<file path="src/rtl/dm_pkg.sv">
// Package dm_pkg
// Shared types for the pointer-redirecting data memory.
// Assumes: a 2-bit bit-operation command on the access port.
package dm_pkg;

    // Bit-operation command codes; the two unused codes mean "no bit op"
    typedef enum logic [1:0] {
        BOP_NONE = 2'b00,
        BOP_SET  = 2'b01,
        BOP_CLR  = 2'b10,
        BOP_RSV  = 2'b11
    } bitop_e;

    // Region a resolved address falls into
    typedef enum logic [2:0] {
        RG_NULL,   // indirect through a zero pointer: no storage
        RG_PTR,    // the memory pointer itself
        RG_SPEC,   // accumulator and placeholder registers
        RG_HOLE,   // unimplemented, reads zero
        RG_RAM     // general-purpose RAM
    } region_e;

endpackage

</file>
<file path="src/rtl/dm_resolve.sv">
// Module dm_resolve
// Turns the direct address into an effective address (applying the
// pointer redirection of location 0) and classifies it into a region.
// Assumes: SPEC_LAST < RAM_BASE and the RAM region runs to the top.
module dm_resolve
    import dm_pkg::*;
#(
    parameter int AW        = 7,
    parameter int SPEC_LAST = 15,
    parameter int RAM_BASE  = 64
) (
    input  logic [AW-1:0] addr,
    input  logic [AW-1:0] ptr,
    output logic [AW-1:0] eff_addr,
    output region_e       region
);
    localparam logic [AW-1:0] A_ZERO = '0;
    localparam logic [AW-1:0] A_PTR  = AW'(1);
    localparam logic [AW-1:0] A_SPEC = AW'(SPEC_LAST);
    localparam logic [AW-1:0] A_RAM  = AW'(RAM_BASE);

    // Redirect location 0 through the pointer
    always_comb begin
        eff_addr = (addr == A_ZERO) ? ptr : addr;
    end

    // Classify the effective address
    always_comb begin
        if (eff_addr == A_ZERO)
            region = RG_NULL;
        else if (eff_addr == A_PTR)
            region = RG_PTR;
        else if (eff_addr <= A_SPEC)
            region = RG_SPEC;
        else if (eff_addr >= A_RAM)
            region = RG_RAM;
        else
            region = RG_HOLE;
    end
endmodule

</file>
<file path="src/rtl/dm_ptr_reg.sv">
// Module dm_ptr_reg
// The memory pointer: an AW-bit register cleared by reset.
// Assumes: the caller has already truncated the write data to AW bits.
module dm_ptr_reg #(
    parameter int AW = 7
) (
    input  logic          clk,
    input  logic          rst_n,
    input  logic          we,
    input  logic [AW-1:0] d,
    output logic [AW-1:0] q
);
    // Pointer storage with synchronous reset
    always_ff @(posedge clk) begin
        if (!rst_n)
            q <= '0;
        else if (we)
            q <= d;
    end

    // a store lands exactly the low bits presented
    p_ptr_load_r3: assert property (@(posedge clk) disable iff (!rst_n)
        we |=> (q == $past(d)));

    // the pointer holds its value when not written
    p_ptr_hold_r3: assert property (@(posedge clk) disable iff (!rst_n)
        !we |=> $stable(q));
endmodule

</file>
<file path="src/rtl/dm_spec_bank.sv">
// Module dm_spec_bank
// The special-register bank: one byte register per address from
// SPEC_FIRST to SPEC_LAST, one of which is the accumulator.
// Assumes: SPEC_FIRST <= ACC_ADDR <= SPEC_LAST; waddr is decoded in full.
module dm_spec_bank #(
    parameter int AW         = 7,
    parameter int DW         = 8,
    parameter int SPEC_FIRST = 2,
    parameter int SPEC_LAST  = 15,
    parameter int ACC_ADDR   = 5
) (
    input  logic          clk,
    input  logic          rst_n,
    input  logic          we,
    input  logic [AW-1:0] addr,
    input  logic [DW-1:0] wdata,
    output logic [DW-1:0] rdata,
    output logic [DW-1:0] acc
);
    localparam int NREG    = SPEC_LAST - SPEC_FIRST + 1;
    localparam int ACC_IDX = ACC_ADDR - SPEC_FIRST;
    localparam logic [AW-1:0] A_ACC = AW'(ACC_ADDR);

    logic [DW-1:0] regs [NREG];

    // One register per special address
    for (genvar g = 0; g < NREG; g++) begin : g_reg
        localparam logic [AW-1:0] A_MINE = AW'(SPEC_FIRST + g);
        // Store the byte when this address is written
        always_ff @(posedge clk) begin
            if (!rst_n)
                regs[g] <= '0;
            else if (we && addr == A_MINE)
                regs[g] <= wdata;
        end
    end

    // Read mux over the bank
    always_comb begin
        rdata = '0;
        for (int i = 0; i < NREG; i++) begin
            if (addr == AW'(SPEC_FIRST + i))
                rdata = regs[i];
        end
    end

    assign acc = regs[ACC_IDX];

    // the accumulator is stable unless addressed by a write
    p_acc_hold_r5: assert property (@(posedge clk) disable iff (!rst_n)
        !(we && addr == A_ACC) |=> $stable(acc));

    // an accumulator write shows on the acc port next cycle
    p_acc_load_r5: assert property (@(posedge clk) disable iff (!rst_n)
        (we && addr == A_ACC) |=> (acc == $past(wdata)));
endmodule

</file>
<file path="src/rtl/dm_gp_ram.sv">
// Module dm_gp_ram
// General-purpose RAM: DEPTH bytes, one write and one asynchronous
// read index. Contents are not reset.
// Assumes: the index is already relative to the RAM base address.
module dm_gp_ram #(
    parameter int DW    = 8,
    parameter int DEPTH = 64,
    parameter int IW    = $clog2(DEPTH)
) (
    input  logic          clk,
    input  logic          rst_n,
    input  logic          we,
    input  logic [IW-1:0] idx,
    input  logic [DW-1:0] wdata,
    output logic [DW-1:0] rdata
);
    logic [DW-1:0] mem [DEPTH];

    // Byte store, no reset by design
    always_ff @(posedge clk) begin
        if (we)
            mem[idx] <= wdata;
    end

    assign rdata = mem[idx];

    // a stored byte reads back on the following cycle
    p_ram_store_r1: assert property (@(posedge clk) disable iff (!rst_n)
        we |=> (mem[$past(idx)] == $past(wdata)));
endmodule

</file>
<file path="src/rtl/datamem_core.sv">
// Module datamem_core
// Top of the data memory: resolves location 0 through the pointer,
// returns read data combinationally and performs writes and
// single-cycle bit set/clear read-modify-writes at the clock edge.
// Assumes: DW > AW (the pointer's unused upper bits read as 1),
// SPEC_LAST < RAM_BASE, and synchronous active-low reset.
module datamem_core
    import dm_pkg::*;
#(
    parameter int AW        = 7,
    parameter int DW        = 8,
    parameter int SPEC_LAST = 15,
    parameter int RAM_BASE  = 64,
    parameter int ACC_ADDR  = 5,
    parameter int BW        = $clog2(DW)
) (
    input  logic          clk,
    input  logic          rst_n,
    input  logic [AW-1:0] addr,
    input  logic          wr_en,
    input  logic [DW-1:0] wdata,
    input  logic [1:0]    bit_op,
    input  logic [BW-1:0] bit_sel,
    output logic [DW-1:0] rdata,
    output logic [DW-1:0] acc
);
    localparam int RAM_DEPTH = (1 << AW) - RAM_BASE;
    localparam int RIW       = $clog2(RAM_DEPTH);
    localparam logic [AW-1:0] A_RAM  = AW'(RAM_BASE);
    localparam logic [AW-1:0] A_HOLE = AW'(SPEC_LAST + 1);
    localparam logic [AW-1:0] A_ACC  = AW'(ACC_ADDR);

    logic [AW-1:0]  ptr_q;
    logic [AW-1:0]  eff_addr;
    region_e        region;
    logic [DW-1:0]  ptr_rd, spec_rd, ram_rd, cur, new_val;
    logic [RIW-1:0] ram_idx;
    logic           is_bop, do_wr;
    bitop_e         bop;

    assign bop = bitop_e'(bit_op);

    dm_resolve #(.AW(AW), .SPEC_LAST(SPEC_LAST), .RAM_BASE(RAM_BASE)) u_resolve (
        .addr     (addr),
        .ptr      (ptr_q),
        .eff_addr (eff_addr),
        .region   (region)
    );

    dm_ptr_reg #(.AW(AW)) u_ptr (
        .clk   (clk),
        .rst_n (rst_n),
        .we    (do_wr && region == RG_PTR),
        .d     (new_val[AW-1:0]),
        .q     (ptr_q)
    );

    dm_spec_bank #(.AW(AW), .DW(DW), .SPEC_FIRST(2), .SPEC_LAST(SPEC_LAST),
                   .ACC_ADDR(ACC_ADDR)) u_spec (
        .clk   (clk),
        .rst_n (rst_n),
        .we    (do_wr && region == RG_SPEC),
        .addr  (eff_addr),
        .wdata (new_val),
        .rdata (spec_rd),
        .acc   (acc)
    );

    assign ram_idx = RIW'(eff_addr - A_RAM);

    dm_gp_ram #(.DW(DW), .DEPTH(RAM_DEPTH), .IW(RIW)) u_ram (
        .clk   (clk),
        .rst_n (rst_n),
        .we    (do_wr && region == RG_RAM),
        .idx   (ram_idx),
        .wdata (new_val),
        .rdata (ram_rd)
    );

    // Pointer read view: unused upper bits read as 1
    always_comb begin
        ptr_rd = '1;
        ptr_rd[AW-1:0] = ptr_q;
    end

    // Read mux by region of the effective address
    always_comb begin
        case (region)
            RG_PTR:  cur = ptr_rd;
            RG_SPEC: cur = spec_rd;
            RG_RAM:  cur = ram_rd;
            default: cur = '0;
        endcase
    end

    assign rdata = cur;

    // Next value: bit set/clear on the current byte, else write data
    always_comb begin
        is_bop  = (bop == BOP_SET) || (bop == BOP_CLR);
        do_wr   = is_bop || wr_en;
        new_val = is_bop ? cur : wdata;
        if (is_bop)
            new_val[bit_sel] = (bop == BOP_SET);
    end

    // bit 7 of the pointer location reads as one
    p_ptr_bit7_r3: assert property (@(posedge clk) disable iff (!rst_n)
        (addr == AW'(1)) |-> rdata[DW-1]);

    // indirect read through a zero pointer returns zero
    p_null_read_r4: assert property (@(posedge clk) disable iff (!rst_n)
        (addr == '0 && ptr_q == '0) |-> (rdata == '0));

    // indirect store through a zero pointer leaves pointer and acc
    p_null_write_r4: assert property (@(posedge clk) disable iff (!rst_n)
        (addr == '0 && ptr_q == '0) |=> ($stable(ptr_q) && $stable(acc)));

    // unimplemented addresses read zero
    p_hole_read_r6: assert property (@(posedge clk) disable iff (!rst_n)
        (addr >= A_HOLE && addr < A_RAM) |-> (rdata == '0));

    // a set on the accumulator wins over a plain write
    p_bitop_prio_r8: assert property (@(posedge clk) disable iff (!rst_n)
        (addr == A_ACC && bop == BOP_SET) |=> acc[$past(bit_sel)]);

    // a clear on the accumulator drops only the selected bit
    p_bitclr_r7: assert property (@(posedge clk) disable iff (!rst_n)
        (addr == A_ACC && bop == BOP_CLR) |=>
            (acc == ($past(acc) & ~(DW'(1) << $past(bit_sel)))));
endmodule

</file>
<file path="config.mk">
export PLATFORM = sky130hd
export DESIGN_NAME = datamem_core
export DESIGN_NICKNAME = d
export VERILOG_FILES = /design/src/rtl/dm_pkg.sv /design/src/rtl/dm_resolve.sv /design/src/rtl/dm_ptr_reg.sv /design/src/rtl/dm_spec_bank.sv /design/src/rtl/dm_gp_ram.sv /design/src/rtl/datamem_core.sv
export SDC_FILE = /design/constraint.sdc
export NUM_CORES = 1
export LEC_CHECK = 0
export BUFFER_PORTS_ARGS = -buffer_cell sky130_fd_sc_hd__buf_2
export CAP_MARGIN = 5
export CORE_MARGIN = 4
export CORE_UTILIZATION = 48
export DETAILED_ROUTE_END_ITERATION = 8
export PLACE_DENSITY_LB_ADDON = 0.08
export REMOVE_ABC_BUFFERS = 1
export SKIP_CTS_REPAIR_TIMING = 1
export SLEW_MARGIN = 30
export SYNTH_ARGS = -nofsm -noshare
export SYNTH_HDL_FRONTEND = slang
export SYNTH_SLANG_ARGS = --single-unit
</file>
<file path="constraint.sdc">
create_clock -name clk -period 9.6 [get_ports clk]
set_clock_uncertainty 0.1 [all_clocks]
set_input_delay 1.92 -clock clk [delete_from_list [all_inputs] [get_ports clk]]
set_output_delay 1.92 -clock clk [all_outputs]
set_load 0.03 [all_outputs]
</file>
==> metrics.cfg <==
[pwr]
netSwitchingFraction_pct=24.0
irDropWorstVdd_uv=146
comb_power_share_pct=8.3
power_switching_mw=1.40
power_leakage_nw=8.98
power_mw=5.83
internal-power_mw=4.43
seqPwrFrac_pct=53.7
p_per_area_nw_per_um2=203
share_clk_of_total_power_pct=38.0

[sta]
rsz0062_at_grt=false
period_needed_ns=8.21
fin_crit_sh_pct=85.5
max_slew.worst_pin.slew_ns=1.06
final_max_slew_viol_count=0
setup_viol=0
finalWorstSetupSlack_ns=1.39
report.final.hold_viol_count=0
worst_hold_slack_ns=0.590
worst_slew_margin_rel_pct=28.1
top_achievable_clock_speed_ghz=0.122

[place]
portBuffers=38
globalplace.congestion=1.00
hpwl_um=50700
area_post_placement_um2=26900
placement.setup.worst_slack_ns=1.60

[cells_and_area]
sequential_cell_area_um2=18900
post-route-util_pct=54.2
total_area_of_multi_input_combinational_cells_um2=6450
layout.nets=1881
layout-drive-gt1-share_pct=12.2
post-route-cell-area_um2=28700
syn_to_final_growth_pct=10.7
num-fill-cells=4412

[synth]
yosys.cell_types.count=84
ys_ff_latch=631
synthArstFlopShare_pct=0
postSynth.topFlopCell=edfxtp_1
yosys_warnings=0
synth_edf_count=624
synth.yosys.seq_area_share_pct=72.8
syn_area_per_cell_um2=14.1
post_synth_instance_area_um2=25900
syn_inst=1841

[floorplanning]
core_region_area_um2=53000
chipWidth_um=240
placement_rows=84
number_of_i_o_pins=39
chipHeight_um=240
initial_utilization_pct=48.9
die-area_um2=57800

[hold_path]
min_path_type=flop to flop

[critical_path]
crit_slowest_cell=a211oi_1
crit_chain=buf_2 -> or4b_2 -> o22ai_2 -> buf_4 -> nand2_1 -> o22ai_1 -> a211oi_1 -> a211oi_1 -> a21o_1 -> buf_2
kind_of_cell_with_the_highest_combined_delay_on_the_critical_path=compound AO/OA/AOI/OAI gates
critical_path.n_buffers_inverters=3
worstPathRequired_ns=7.58
cp_max_fo=31
path_class=input port to output pin
crit_arrival_ns=6.19
startpoint_type=input port
setup.worst_path.end_class=output pin
cpPeakStageDelay_ns=0.87

[clock_network]
clkSinkCount=631
numCtsBuffers=61
cts_htree_levels=2
tritoncts=built
cts-root-buf=clkbuf_16
worst_skew_pair_latency_ns=0.63
worst_setup_hold_path_clk_slew_ns=0.06
clock_path_buffers=3

[global_routing]
first_pass_grt_wire_length_um=117000
grt_ovf=0
grt_start_max_net_pins=76
number_of_global_route_vias_before_repair=17068
track_usage_pct=27.4
antenna_found_initial=2

[status]
run_status=finished clean

[detailed_routing]
drcViolationCount=0
vias=17448
vias_per_cell=6.73
drtPass1Iterations=6
post_drt_wl_per_cell_um=30.7
route.final.wire_length_um=79600
drtAntennaViolNets=0
detail_route.iter0.violations=2476

[job]
timing.max_cap.violations=0

per-stage QoR:
step,instances,TNS [ns]
floorplan,1709,-1141.92
global placement,2480,0
detailed placement,2482,0
CTS,2591,0
global route,2591,0
finish,2592,0
logic make-up (layout without fill, tap and decap cells):
kind of cell | Yosys count | after routing | share of synthesized area, %
flops | 631 | 631 | 72.8
fa+ha+maj | 1 | 1 | 0.0483
mux | 16 | 16 | 0.637
simple gates | 411 | 411 | 7.06
other cells | 0 | 1 | 0
buf+inv | 156 | 218 | 3.07
compound gates | 626 | 626 | 16.4
cell usage after synthesis (all sizes together), types with 10 or more instances:
library cell	instances	area, um2
a22oi	15	113
edfxtp	624	18700
nand3	23	115
a41oi	10	87.6
o21ai	139	707
clkbuf	51	191
nand2	87	329
a21oi	59	310
o22ai	226	1410
a31oi	10	62.6
o41ai	14	164
nand4	20	125
nor3	21	110
mux2i	12	120
inv	22	82.6
nor2	209	792
o21a	22	165
buf	81	514
a222oi	21	210
o221ai	16	140
final cells by class:
type / instances / share of cell area, %
Clock inverter: 28 / 0.606
Tap cell: 688 / 3.00
Multi-Input combinational cell: 1054 / 22.5
Timing Repair Buffer: 85 / 2.16
Antenna cell: 1 / 0.00872
Inverter: 24 / 0.344
Clock buffer: 81 / 5.65
Sequential cell: 631 / 65.8
power groups by stage:
stage / combinational [mW] / sequential [mW] / clock (mW)
after floorplan: 0.239 / 3.19 / 0
after global placement: 0.468 / 3.19 / 0
after detailed placement: 0.479 / 3.19 / 0
after CTS: 0.480 / 3.13 / 2.23
after global routing: 0.512 / 3.13 / 2.35
final: 0.484 / 3.13 / 2.21
path summary, 6_finish.rpt:
check	depth (start not counted)	endpoint	slack, ns	startpoint
worst max-delay path	10	rdata[1]	1.39	addr[1]
worst min-delay path	2	u_ptr.q[5]	0.59	u_ptr.q[5]
worst max register to register	11	u_ram.mem[11][3]	3.96	u_ptr.q[0]
worst min register to register	2	u_ptr.q[5]	0.59	u_ptr.q[5]
sequential cells by signal, summed over array words and instances, names as in the netlist:
signal / flops
u_ram.mem: 512
u_spec.regs: 112
u_ptr.q: 7
cell usage in the layout, fill, tap and decap left out, types with 8 or more instances in the layout:
cell type,n
edfxtp_1,624
o22ai_1,225
nor2_1,195
o21ai_0,121
nand2_1,86
clkbuf_16,62
a21oi_1,54
buf_4,41
buf_2,38
nand3_1,23
o21a_1,21
a222oi_1,21
nor3_1,20
nand4_1,20
clkbuf_1,19
clkinv_1,18
o221ai_1,16
a22oi_1,15
o21ai_1,15
inv_1,14
nor2_2,13
mux2i_1,12
a41oi_1,10
clkinv_2,10
nand2b_1,8
a31oi_1,8
o211ai_1,8
a211oi_1,8
per-layer routing:
| metal | vias to the layer above | global-route usage (%) | wire length (um) |
|---|---|---|---|
| met5 | - | 0 | 0 |
| met4 | 0 | 8.74 | 2540 |
| li1 | 7452 | - | - |
| met1 | 8861 | 40.0 | 33100 |
| met3 | 142 | 5.14 | 7600 |
| met2 | 993 | 42.4 | 36300 |
worst register-to-register path, stage by stage, from the launching register on:
cell,delay (ns)
dfxtp_1,0.30
buf_4,0.20
nor3b_1,0.25
a31o_2,0.42
buf_4,0.35
a222oi_1,0.46
a21oi_1,0.12
o41ai_1,0.71
a41oi_1,0.29
o311a_1,0.44
a21oi_4,0.57
clkinv_2,0.85
(Power assumes the default switching activity.)
